--- config.mk ---
export PLATFORM = sky130hd
export DESIGN_NAME = cursor_pos_shifter
export DESIGN_NICKNAME = d
export VERILOG_FILES = /design/src/rtl/cpos_pkg.sv /design/src/rtl/cpos_regs.sv /design/src/rtl/cpos_shift.sv /design/src/rtl/cpos_wake.sv /design/src/rtl/cursor_pos_shifter.sv
export SDC_FILE = /design/constraint.sdc
export NUM_CORES = 1
export LEC_CHECK = 0
export ABC_AREA = 0
export BUFFER_PORTS_ARGS = -buffer_cell sky130_fd_sc_hd__clkbuf_2
export CORE_ASPECT_RATIO = 0.5
export CORE_MARGIN = 5
export CORE_UTILIZATION = 25
export DETAILED_ROUTE_END_ITERATION = 12
export PLACE_DENSITY_LB_ADDON = 0.1
export SLEW_MARGIN = 25
export SYNTH_ARGS = -nofsm -noshare
export SYNTH_HDL_FRONTEND = slang
export SYNTH_SLANG_ARGS = --single-unit
--- constraint.sdc ---
create_clock -name clk -period 2.2 [get_ports clk]
set_clock_uncertainty 0.15 [all_clocks]
set_input_delay 0.22 -clock clk [delete_from_list [all_inputs] [get_ports clk]]
set_output_delay 0.22 -clock clk [all_outputs]
set_load 0.02 [all_outputs]
--- src/rtl/cpos_pkg.sv ---
package cpos_pkg;
  localparam int unsigned CPOS_POS_W  = 10;
  localparam int unsigned CPOS_DATA_W = 16;
endpackage

--- src/rtl/cpos_regs.sv ---
module cpos_regs #(
  parameter int unsigned POS_W  = cpos_pkg::CPOS_POS_W,
  parameter int unsigned DATA_W = cpos_pkg::CPOS_DATA_W
) (
  input  logic              clk,
  input  logic              rst_n,
  input  logic [DATA_W-1:0] bus,
  input  logic              ld_pos,
  input  logic              ld_map,
  output logic [POS_W-1:0]  pos_q,
  output logic [DATA_W-1:0] map_q
);
  logic [POS_W-1:0]  pos_d;
  logic [DATA_W-1:0] map_d;

  always_comb begin
    pos_d = pos_q;
    map_d = map_q;
    if (ld_pos) pos_d = bus[POS_W-1:0];
    if (ld_map) map_d = bus;
  end

  always_ff @(posedge clk or negedge rst_n) begin
    if (!rst_n) begin
      pos_q <= '0;
      map_q <= '0;
    end else begin
      if (ld_pos) pos_q <= pos_d;
      if (ld_map) map_q <= map_d;
    end
  end

  // load takes the low bus bits; otherwise the position holds
  p_pos_load_r2: assert property (@(posedge clk) disable iff (!rst_n)
    ld_pos |=> pos_q == $past(bus[POS_W-1:0]));
  p_pos_hold_r2: assert property (@(posedge clk) disable iff (!rst_n)
    !ld_pos |=> $stable(pos_q));

  p_map_load_r3: assert property (@(posedge clk) disable iff (!rst_n)
    ld_map |=> map_q == $past(bus));
endmodule

--- src/rtl/cpos_shift.sv ---
module cpos_shift #(
  parameter int unsigned POS_W  = cpos_pkg::CPOS_POS_W,
  parameter int unsigned DATA_W = cpos_pkg::CPOS_DATA_W
) (
  input  logic                clk,
  input  logic                rst_n,
  input  logic                blk,
  input  logic [POS_W-1:0]    pos,
  input  logic [DATA_W-1:0]   map,
  output logic [2*DATA_W-1:0] shifted_q,
  output logic [POS_W-$clog2(DATA_W)-1:0] idx_q
);
  localparam int unsigned LSB_W = $clog2(DATA_W);
  localparam int unsigned IDX_W = POS_W - LSB_W;
  localparam int unsigned SH_W  = LSB_W + 1;

  logic [POS_W-1:0]    col;
  logic [LSB_W-1:0]    frac;
  logic [SH_W-1:0]     amt;
  logic [2*DATA_W-1:0] shifted_d;
  logic [IDX_W-1:0]    idx_d;

  always_comb begin
    col       = ~pos;  // all-ones minus stored value
    frac      = col[LSB_W-1:0];
    amt       = SH_W'(DATA_W) - SH_W'(frac);
    shifted_d = {{DATA_W{1'b0}}, map} << amt;
    idx_d     = col[POS_W-1:LSB_W];
  end

  always_ff @(posedge clk or negedge rst_n) begin
    if (!rst_n) begin
      shifted_q <= '0;
      idx_q     <= '0;
    end else if (blk) begin
      shifted_q <= shifted_d;
      idx_q     <= idx_d;
    end
  end

  // outputs move only on a block strobe
  p_hold_r6: assert property (@(posedge clk) disable iff (!rst_n)
    !blk |=> $stable(shifted_q) && $stable(idx_q));
  // shifting keeps every bitmap bit (shift never exceeds DATA_W)
  p_bits_kept_r5: assert property (@(posedge clk) disable iff (!rst_n)
    blk |=> $countones(shifted_q) == $countones($past(map)));
  // the lowest window bit is always shifted in as zero
  p_low_zero_r5: assert property (@(posedge clk) disable iff (!rst_n)
    blk |=> shifted_q[0] == 1'b0);
endmodule

--- src/rtl/cpos_wake.sv ---
module cpos_wake (
  input  logic clk,
  input  logic rst_n,
  input  logic set_i,
  input  logic clr_i,
  output logic flag_q
);
  logic flag_d;
  logic flag_en;

  always_comb begin
    flag_en = set_i | clr_i;
    flag_d  = set_i;  // set wins over clear
  end

  always_ff @(posedge clk or negedge rst_n) begin
    if (!rst_n)       flag_q <= 1'b0;
    else if (flag_en) flag_q <= flag_d;
  end


  p_set_r8: assert property (@(posedge clk) disable iff (!rst_n)
    set_i |=> flag_q);

  p_clr_r9: assert property (@(posedge clk) disable iff (!rst_n)
    clr_i && !set_i |=> !flag_q);
  p_keep_r8: assert property (@(posedge clk) disable iff (!rst_n)
    !set_i && !clr_i |=> $stable(flag_q));
endmodule

--- src/rtl/cursor_pos_shifter.sv ---
module cursor_pos_shifter #(
  parameter int unsigned POS_W  = cpos_pkg::CPOS_POS_W,
  parameter int unsigned DATA_W = cpos_pkg::CPOS_DATA_W
) (
  input  logic                clk,
  input  logic                rst_n,
  input  logic [DATA_W-1:0]   bus_i,
  input  logic                ld_pos_i,
  input  logic                ld_map_i,
  input  logic                blk_i,
  input  logic                hs_end_i,
  output logic [POS_W-1:0]    pos_o,
  output logic [DATA_W-1:0]   map_o,
  output logic [2*DATA_W-1:0] shifted_o,
  output logic [POS_W-$clog2(DATA_W)-1:0] word_idx_o,
  output logic                wake_o
);
  cpos_regs #(.POS_W(POS_W), .DATA_W(DATA_W)) u_regs (
    .clk(clk), .rst_n(rst_n), .bus(bus_i), .ld_pos(ld_pos_i),
    .ld_map(ld_map_i), .pos_q(pos_o), .map_q(map_o));

  cpos_shift #(.POS_W(POS_W), .DATA_W(DATA_W)) u_shift (
    .clk(clk), .rst_n(rst_n), .blk(blk_i), .pos(pos_o), .map(map_o),
    .shifted_q(shifted_o), .idx_q(word_idx_o));

  cpos_wake u_wake (
    .clk(clk), .rst_n(rst_n), .set_i(hs_end_i), .clr_i(blk_i),
    .flag_q(wake_o));

  // a block strobe sees the position held before a same-cycle load
  p_old_pos_r7: assert property (@(posedge clk) disable iff (!rst_n)
    blk_i && ld_pos_i |=> word_idx_o == ~$past(pos_o[POS_W-1:$clog2(DATA_W)]));
endmodule

-- Yosys cells after proc, flatten, opt, wreduce, memory -nomap -nowiden
Cells that the tools add are included.
- register bits: 65
- latch bits: 0
- RAM bits: 0
- bits in read-only memories: 0
- input port bits: 22
- output and inout port bits: 65
- word-level logic and storage cells: 9
- memories: 0
- $add $sub $neg: 1
- $mul: 0
- div/mod/pow operators: 0
- $lt $le $gt $ge: 0
- equal/unequal tests: 0
- shift-type cells: 1
- mux-type cells: 0
- bitwise gates (word level): 2
- reduce and logical (&&, ||, !) cells: 0
- operator list (operator ; number):
    $shl A16 B5 Y32 ; 1
    $not A10 Y10 ; 1
    $sub A5 B4 Y5 const A ; 1
    $or A1 B1 Y1 ; 1

-- Longest topological paths before layout
Gate-level depths: netlist (run 1).
- depth after elaboration: 3
- mapped depth: 8
- gate-level depth less buffers: 6

-- Modules after synthesis
A second synthesis (run 1) with hierarchy kept.
- cell total of the unflattened synthesis: 336
- area, all modules: 3663.5 um^2
- by module, submodules not included (module ; times used ; cells each ; area each (um^2) ; seq. area each (um^2)):
    cpos_shift ; 1 ; 278 ; 2610.0 ; 950.9
    cpos_regs ; 1 ; 55 ; 1017.2 ; 650.6
    cpos_wake ; 1 ; 3 ; 36.3 ; 25.0

-- Worst setup path after synthesis (run 1)
No wires, ideal clock.
- path kind: register to register
- start: reg u_regs.pos_q[1]
- end: reg u_shift.shifted_q[14]
- setup time: 0.126 ns
- arrival time: 2.141 ns
- data required time: 1.924 ns
- setup slack: -0.217 ns
- cell stages (with the launch flop): 7
- buffers on the path: 2
- clock period less this slack: 2.417 ns
- cell sequence: dfrtp_1 > ha_1 > buf_6 > buf_12 > mux4_2 > mux2_4 > a221o_1
- cells in the longest elaborated chain, start to end: 3
- ends and longest elaborated chain (what ; line ; source):
    start, declared ; cpos_regs.sv:10 ; output logic [POS_W-1:0] pos_q,
    start signal, assigned ; cpos_regs.sv:28 ; if (ld_pos) pos_q <= pos_d;
    $not A10 Y10 ; cpos_shift.sv:24 ; col = ~pos;
    $sub A5 B4 Y5 ; cpos_shift.sv:26 ; amt = SH_W'(DATA_W) - SH_W'(frac);
    $shl A16 B5 Y32 ; cpos_shift.sv:27 ; shifted_d = {{DATA_W{1'b0}}, map} << amt;
    end signal, assigned ; cpos_shift.sv:36 ; shifted_q <= shifted_d;
    end, declared ; cpos_shift.sv:10 ; output logic [2*DATA_W-1:0] shifted_q,
No other way between the ends.
A chain may end at the register's enable or synchronous reset.

-- Final worst setup path (run 1)
- start: reg u_regs.pos_q[0]
- end: reg u_shift.shifted_q[14]
The elaborated chain is that of the path after synthesis.

==> results of run 1 <==
[Yosys cell counts (2+ instances only)]
library cell | n | area [µm²]
sky130_fd_sc_hd__clkbuf_1 | 10 | 37.5
sky130_fd_sc_hd__a221o_1 | 4 | 40.0
sky130_fd_sc_hd__buf_6 | 3 | 33.8
sky130_fd_sc_hd__and3_1 | 5 | 31.3
sky130_fd_sc_hd__inv_1 | 8 | 30.0
sky130_fd_sc_hd__o21ai_1 | 3 | 15.0
sky130_fd_sc_hd__o221ai_1 | 2 | 17.5
sky130_fd_sc_hd__a21o_1 | 2 | 15.0
sky130_fd_sc_hd__mux2i_1 | 13 | 130
sky130_fd_sc_hd__nand2_1 | 38 | 143
sky130_fd_sc_hd__dfrtp_1 | 65 | 1630
sky130_fd_sc_hd__nor2b_1 | 2 | 12.5
sky130_fd_sc_hd__nor2_1 | 18 | 67.6
sky130_fd_sc_hd__a31oi_1 | 2 | 12.5
sky130_fd_sc_hd__a32oi_1 | 2 | 17.5
sky130_fd_sc_hd__o2bb2ai_1 | 9 | 78.8
sky130_fd_sc_hd__mux4_2 | 8 | 180
sky130_fd_sc_hd__inv_2 | 3 | 11.3
sky130_fd_sc_hd__o21ai_0 | 23 | 115
sky130_fd_sc_hd__and2_1 | 2 | 12.5
sky130_fd_sc_hd__mux2_4 | 2 | 30.0
sky130_fd_sc_hd__nand2b_1 | 2 | 12.5
sky130_fd_sc_hd__buf_1 | 2 | 7.51
sky130_fd_sc_hd__a21oi_1 | 9 | 45.0
sky130_fd_sc_hd__nand3_1 | 3 | 15.0
sky130_fd_sc_hd__buf_2 | 5 | 25.0
sky130_fd_sc_hd__mux2_2 | 36 | 405
sky130_fd_sc_hd__o211ai_1 | 4 | 30.0
sky130_fd_sc_hd__nor3_1 | 4 | 20.0
sky130_fd_sc_hd__a2bb2oi_1 | 3 | 26.3
sky130_fd_sc_hd__a22oi_1 | 6 | 45.0
[flip-flops by register name, indices dropped and copies added, names as in the netlist]
| name | flops |
|---|---|
| u_regs.pos_q | 10 |
| u_shift.idx_q | 6 |
| u_wake.flag_q | 1 |
| u_regs.map_q | 16 |
| u_shift.shifted_q | 32 |
[cells by family (layout without fill, tap and decap cells)]
logic type / Yosys count / count (layout)
muxes: 59 / 59
adders and majority gates: 1 / 1
buffers and inverters: 33 / 180
and+or+nand+nor: 78 / 78
AOI/OAI and AO/OA: 77 / 77
DFF: 65 / 65
xor gates and xnor gates: 3 / 3
[through the flow]
stage	cell area [µm²]	TNS, ns
after floorplan	3510	-0.639
after global placement	4370	-0.876
after detailed placement	4370	-1.57
after CTS	4960	-0.549
after global routing	5160	-1.55
final	5160	-0.349
[path summary, 6_finish.rpt]
kind | startpoint | end
max | u_regs.pos_q[0]$_DFFE_PN0P_ | u_shift.shifted_q[14]$_DFFE_PN0P_
min | ld_pos_i | u_regs.pos_q[0]$_DFFE_PN0P_
max reg2reg | u_regs.pos_q[0]$_DFFE_PN0P_ | u_shift.shifted_q[14]$_DFFE_PN0P_
min reg2reg | u_shift.shifted_q[0]$_DFFE_PN0P_ | u_shift.shifted_q[0]$_DFFE_PN0P_
max in group asynchronous | rst_n | u_shift.shifted_q[14]$_DFFE_PN0P_
min in group asynchronous | rst_n | u_shift.idx_q[5]$_DFFE_PN0P_
[metal layers]
metal / wire, µm / GRT usage / up-vias
met3: 487 / 0.0339 / 2
li1: - / - / 1450
met4: 41 / 0.0328 / 0
met2: 5140 / 0.213 / 58
met5: 0 / 0 / -
met1: 5670 / 0.198 / 1513
[placed cells by master (no fill, tap or decap), types with 5 or more instances in the layout]
cell                            netlist  routed
sky130_fd_sc_hd__o2bb2ai_1            9       9
sky130_fd_sc_hd__o21ai_0             23      18
sky130_fd_sc_hd__buf_4                0      40
sky130_fd_sc_hd__mux2_2              36      28
sky130_fd_sc_hd__and3_1               5       5
sky130_fd_sc_hd__nor2_1              18      18
sky130_fd_sc_hd__mux2i_1             13       9
sky130_fd_sc_hd__inv_2                3       6
sky130_fd_sc_hd__clkbuf_16            0      11
sky130_fd_sc_hd__nand2_1             38      37
sky130_fd_sc_hd__buf_12               1       5
sky130_fd_sc_hd__clkbuf_2             1      86
sky130_fd_sc_hd__dfrtp_1             65      63
sky130_fd_sc_hd__mux2_4               2      10
sky130_fd_sc_hd__dlygate4sd3_1        0      18
sky130_fd_sc_hd__mux4_2               8       8
sky130_fd_sc_hd__a21oi_1              9       8
sky130_fd_sc_hd__inv_1                8       5
[area by class of cell]
type	instances	area share
timing repair buffer	153	0.211
multi-input combinational	218	0.358
sequential	65	0.315
clock inverter	4	0.00969
inverter	11	0.00799
tap	192	0.0465
clock buffer	12	0.0516
[repair_timing]
item,in CTS,in global routing
cloned,0,2
buffers inserted,5,5
pin swaps,6,13
hold endpoints to repair,92,0
hold buffers,18,0
endpoints found under the setup margin,20,24
resized for setup,15,26
[worst max-delay path, cell delays in order (launching register included)]
cell	delay, ns
sky130_fd_sc_hd__dfrtp_2	0.42
sky130_fd_sc_hd__ha_4	0.34
sky130_fd_sc_hd__buf_8	0.14
sky130_fd_sc_hd__mux4_2	0.56
sky130_fd_sc_hd__mux2_4	0.30
sky130_fd_sc_hd__a221o_1	0.29
[power groups by stage]
stage / Clock, µW / Sequential [µW] / Combinational (µW)
2_1_floorplan: 0 / 1740 / 703
3_3_place_gp: 0 / 1550 / 1530
4_1_cts: 1540 / 1530 / 1640
6_report: 1500 / 1530 / 1750
3_5_place_dp: 0 / 1550 / 1540
5_1_grt: 1590 / 1560 / 1880
==> impl_metrics.csv, run 1 <==
group,metric,value,unit
cts,root_buffer_cell,"sky130_fd_sc_hd__clkbuf_16",
critical_path,data_arrival_at_the_endpoint_of_the_critical_path,2.36,ns
synthesis,syn_nets,339,
finish,final_nets,481,
route,via_per_inst,4.62,
floorplanning,design.die.area,16500,µm²
placed_design,buffer_ports.inserted,86,
synthesis,dominant_combinational_cell_family_by_area_after_synthesis,"multiplexers",
sta,worst_hold_slack,0.191,ns
sta,fmax_achieved,0.434,GHz
sta,setup_viol,12,
placed_design,place.detailed.instances,610,
cts,clk_transition_reported_paths,0.06,ns
critical_path,timing.reg2reg.worst_path_depth,5,
pwr,p_per_area,924,nW/µm²
global_route,grt.total_usage,0.139,
route,drt_first_iter_violations,120,
critical_path,critical_path.endpoint_type,"flop",
synthesis,synth_area_per_cell,11.0,µm²
synthesis,synthArstFlopShare,1.00,
global_route,first_pass_grt_wire_length,17.8,mm
finish,instances_no_fill,655,
pwr,power.share.switching,0.339,
synthesis,synthAdderAreaFrac,0.00359,
finish,fillerInstances,1380,
synthesis,synth_edf_count,0,
finish,ff_latch_area,1630,µm²
pwr,clock_power_share,0.313,
floorplanning,io-pin-count,87,
cts,cts_buffer_depth,2,
pwr,seqPwrFrac,0.320,
finish,synthToLayoutAreaGrowth,48.3,%
floorplanning,floorplan.initialDensity,0.256,
route,drt_pass1_iterations,4,
critical_path,crit_path_max_fanout,8,
pwr,combinationalPowerShare,0.366,
global_route,overflow,0,
synthesis,synthMuxAreaShare,0.214,
pwr,overall_power_consumption,4770,µW
cts,cts_sinks,65,
placed_design,hpwl,8.44,mm
sta,grt_setup_unrepaired,"true",
sta,final_critical_path_setup_slack,-0.102,ns
finish,n_antenna_cell,0,
critical_path,cp.required,2.26,ns
synthesis,syn_inst,316,
hold_path,classification_of_the_worst_slack_hold_path,"input port to flop",
route,postRouteAntennaNets,0,
sta,timing.final.crit_share,1.05,
outcome,violations_in_the_final_reports,"setup timing",
synthesis,synth_flop_cell,"sky130_fd_sc_hd__dfrtp_1",
floorplanning,die_height,93.5,µm
floorplanning,floorplan.die.width,177,µm
critical_path,setup.reg_to_reg.worst_slack,-0.10,ns
sta,timing_hold_violations_final,0,
pwr,total_leakage_power,0.00238,µW
cts,cts_tree,"built",
outcome,run_status,"finished, violations left",
route,routed_vias,3023,
global_route,grt_antenna_before_repair,0,
synthesis,yosys_warnings,0,
global_route,grt_pass1_vias,3088,
sta,min_period,2.30,ns
job,max_cap_violations,0,
floorplanning,coreArea,13600,µm²
hold_path,number_of_cells_traversed_by_the_worst_hold_path,2,
sta,worst_slew_pin_slew,0.554,ns
cts,tritoncts.num_buffers,9,
finish,layout.core_utilization,0.380,
finish,multiInputGateArea,1850,µm²
global_route,grt_max_degree,66,
critical_path,timing.setup.critical_path_class,"flop to flop",
route,detail_route.wirelength,11.3,mm
finish,drive_above_1_share,0.497,
placed_design,preCtsSetupSlack,-0.187,ns
synthesis,sequential_element_share_of_the_synthesized_area,0.467,
synthesis,yosys.area_share.xor_xnor,0.0119,
synthesis,netlist-cell-type-count,49,
synthesis,synth-compound-area-share,0.154,
synthesis,postSynthRegisterBits,65,
cts,cts_max_level,3,
route,drt-wirelength-per-cell,17.3,µm
placed_design,place_congestion,0.845,
sta,relSlewSlack,0.628,
synthesis,area_share_of_and_or_nand_nor_cells_after_synthesis,0.101,
synthesis,synth_area,3480,µm²
floorplanning,placement_rows,30,
route,drc_errors,0,
critical_path,critPathLaunchType,"flop",
sta,slew_viol_final,0,
cts,worstSkewPairLatency,0.33,ns
pwr,p_int,3150,µW
pwr,vdd_drop_max,0.324,mV
pwr,netSwitchingPower,1620,µW
Note: power is estimated with default switching activity, not from simulation.
==> run 2: changes to the inputs <==
--- a/config.mk
+++ b/config.mk
@@ -8,8 +8,8 @@
 export ABC_AREA = 0
 export BUFFER_PORTS_ARGS = -buffer_cell sky130_fd_sc_hd__clkbuf_2
 export CORE_ASPECT_RATIO = 0.5
-export CORE_MARGIN = 5
 export CORE_UTILIZATION = 25
+export CTS_CLUSTER_SIZE = 8
 export DETAILED_ROUTE_END_ITERATION = 12
 export PLACE_DENSITY_LB_ADDON = 0.1
 export SLEW_MARGIN = 25
==> run 2 against run 1 <==
Net effect: clock-buffer cell count shrank 3; highest routed layer unchanged; largest cell class unchanged; combinational power hardly changed; the flow still finishes with violations (setup timing); critical path type unchanged; hold slack got worse by 0.18 ns; sequential power about the same; register-to-register slack barely moved; largest power group unchanged; first-iteration DRC count is 17% higher; worst setup slack got worse by 0.0011 ns.
==> impl_metrics.csv, run 2 (synthesis gave the netlist of run 1 again) <==
group,metric,value,unit
cts,worstSkewPairLatency,0.33,ns
cts,root_buffer_cell,"sky130_fd_sc_hd__clkbuf_16",
route,postRouteAntennaNets,0,
placed_design,buffer_ports.inserted,86,
sta,slew_viol_final,0,
pwr,clock_power_share,0.324,
hold_path,classification_of_the_worst_slack_hold_path,"input port to flop",
cts,cts_sinks,65,
sta,final_critical_path_setup_slack,-0.103,ns
sta,fin_tns_setup,-0.498,ns
route,via_per_inst,4.60,
pwr,overall_power_consumption,4820,µW
outcome,run_status,"finished, violations left",
finish,n_antenna_cell,0,
finish,final_nets,486,
critical_path,critPathLaunchType,"flop",
critical_path,timing.setup.critical_path_class,"flop to flop",
global_route,first_pass_grt_wire_length,17.9,mm
global_route,grt_max_degree,33,
cts,tritoncts.num_buffers,9,
floorplanning,placement_rows,30,
route,detail_route.wirelength,11.0,mm
route,routed_vias,3033,
finish,synthToLayoutAreaGrowth,47.1,%
pwr,combinationalPowerShare,0.360,
pwr,power.share.switching,0.342,
placed_design,hpwl,8.34,mm
outcome,violations_in_the_final_reports,"setup timing",
global_route,grt.total_usage,0.165,
critical_path,crit_path_max_fanout,6,
cts,cts_tree,"built",
placed_design,place_congestion,0.838,
cts,clk_transition_reported_paths,0.06,ns
sta,worst_slew_pin_slew,0.424,ns
critical_path,cp.required,2.27,ns
floorplanning,design.die.area,14400,µm²
global_route,grt_antenna_before_repair,0,
sta,grt_setup_unrepaired,"true",
route,drt_pass1_iterations,4,
floorplanning,coreArea,13600,µm²
global_route,grt_pass1_vias,3165,
sta,relSlewSlack,0.717,
sta,worst_hold_slack,0.0151,ns
critical_path,data_arrival_at_the_endpoint_of_the_critical_path,2.37,ns
pwr,total_leakage_power,0.00236,µW
finish,layout.cells.most_common_list,"sky130_fd_sc_hd__clkbuf_2 (85), sky130_fd_sc_hd__dfrtp_1 (63), sky130_fd_sc_hd__buf_4 (51)",
finish,drive_above_1_share,0.504,
floorplanning,io-pin-count,87,
sta,fmax_achieved,0.434,GHz
finish,most_frequent_standard_cell_in_the_layout_excluding_fill_and_tap_cells,"sky130_fd_sc_hd__clkbuf_2",
pwr,p_per_area,941,nW/µm²
finish,registers.top_by_ff_count,"u_shift.shifted_q",
pwr,vdd_drop_max,0.285,mV
job,max_cap_violations,0,
pwr,seqPwrFrac,0.316,
global_route,overflow,0,
sta,timing.final.crit_share,1.05,
pwr,p_int,3180,µW
cts,cts_max_level,3,
critical_path,critical_path.endpoint_type,"flop",
route,drt_first_iter_violations,140,
sta,min_period,2.30,ns
sta,setup_viol,10,
finish,layout.core_utilization,0.377,
finish,layout_top_registers,"u_shift.shifted_q (32), u_regs.map_q (16), u_regs.pos_q (10)",
floorplanning,floorplan.die.width,169,µm
floorplanning,die_height,85.5,µm
sta,timing_hold_violations_final,0,
floorplanning,floorplan.initialDensity,0.256,
route,drt-wirelength-per-cell,16.7,µm
finish,largest_reg_flops,32,
cts,cts_buffer_depth,2,
pwr,netSwitchingPower,1650,µW
finish,fillerInstances,1410,
route,drc_errors,0,
## run 2: changes by cell type in the layout (fill, tap and decap cells not counted), sizes merged
cell,previous run,this run
buf,47,56
bufinv,1,2
clkbuf,100,94
clkinv,1,2
clkinvlp,2,1
dlygate4sd3,18,17
inv,11,13
## run 2: metrics by stage
stage	std cells	instance area [µm²]	setup slack, ns
finish	660	5120	-0.103
global route	660	5120	-0.152
CTS	657	5020	-0.0743
detailed placement	620	4420	-0.165
global placement	620	4420	-0.128
floorplan	316	3510	-0.142
## run 2: power by group through the flow
stage                     sequential, µW  clock [µW]  combinational (µW)
final                               1520        1560                1740
after global routing                1550        1680                1870
after CTS                           1530        1610                1660
after detailed placement            1550           0                1550
after global placement              1540           0                1550
after floorplan                     1740           0                 703
## run 2: cell type report
type / count / area, µm² / share of cell area
multi-input cells: 218 / 1830 / 0.357
clock buffers: 9 / 225 / 0.0440
repair buffers: 158 / 1060 / 0.207
flip-flops and latches: 65 / 1630 / 0.318
inverters: 11 / 41.3 / 0.00806
well taps: 192 / 240 / 0.0469
clock inverters: 7 / 103 / 0.0200
## run 2: final timing paths
| kind | from | end | slack (ns) | cells past startpoint |
|---|---|---|---|---|
| worst max-delay path | u_regs.pos_q[0]$_DFFE_PN0P_ | u_shift.shifted_q[12]$_DFFE_PN0P_ | -0.10 | 6 |
| worst min-delay path | bus_i[8] | u_regs.map_q[8]$_DFFE_PN0P_ | 0.02 | 2 |
| worst max register to register | u_regs.pos_q[0]$_DFFE_PN0P_ | u_shift.shifted_q[12]$_DFFE_PN0P_ | -0.10 | 6 |
| worst min register to register | u_regs.pos_q[6]$_DFFE_PN0P_ | u_shift.idx_q[2]$_DFFE_PN0P_ | 0.33 | 1 |
| max in group asynchronous | rst_n | u_shift.idx_q[1]$_DFFE_PN0P_ | 1.18 | 3 |
| min in group asynchronous | rst_n | u_shift.shifted_q[25]$_DFFE_PN0P_ | 0.09 | 2 |
## run 2: routing by layer
metal  GRT usage  share of wire
met5           0              0
met4      0.0413         0.0094
met3      0.0443          0.046
met2       0.242           0.43
met1       0.238           0.51
## run 2: timing repair
item	CTS	global route
buffers inserted	4	3
endpoints found under the setup margin	19	26
endpoints found under the hold margin	90	0
pin swaps	3	9
hold buffers	17	0
gates cloned	0	0
resized for setup	13	17
## run 2: worst max-delay path, stage by stage (launching register included)
cell and delay (ns):
sky130_fd_sc_hd__dfrtp_2 0.42, sky130_fd_sc_hd__ha_4 0.34, sky130_fd_sc_hd__buf_12 0.13, sky130_fd_sc_hd__mux2_2 0.36
sky130_fd_sc_hd__mux4_2 0.52, sky130_fd_sc_hd__a22oi_2 0.18, sky130_fd_sc_hd__o21ai_1 0.08
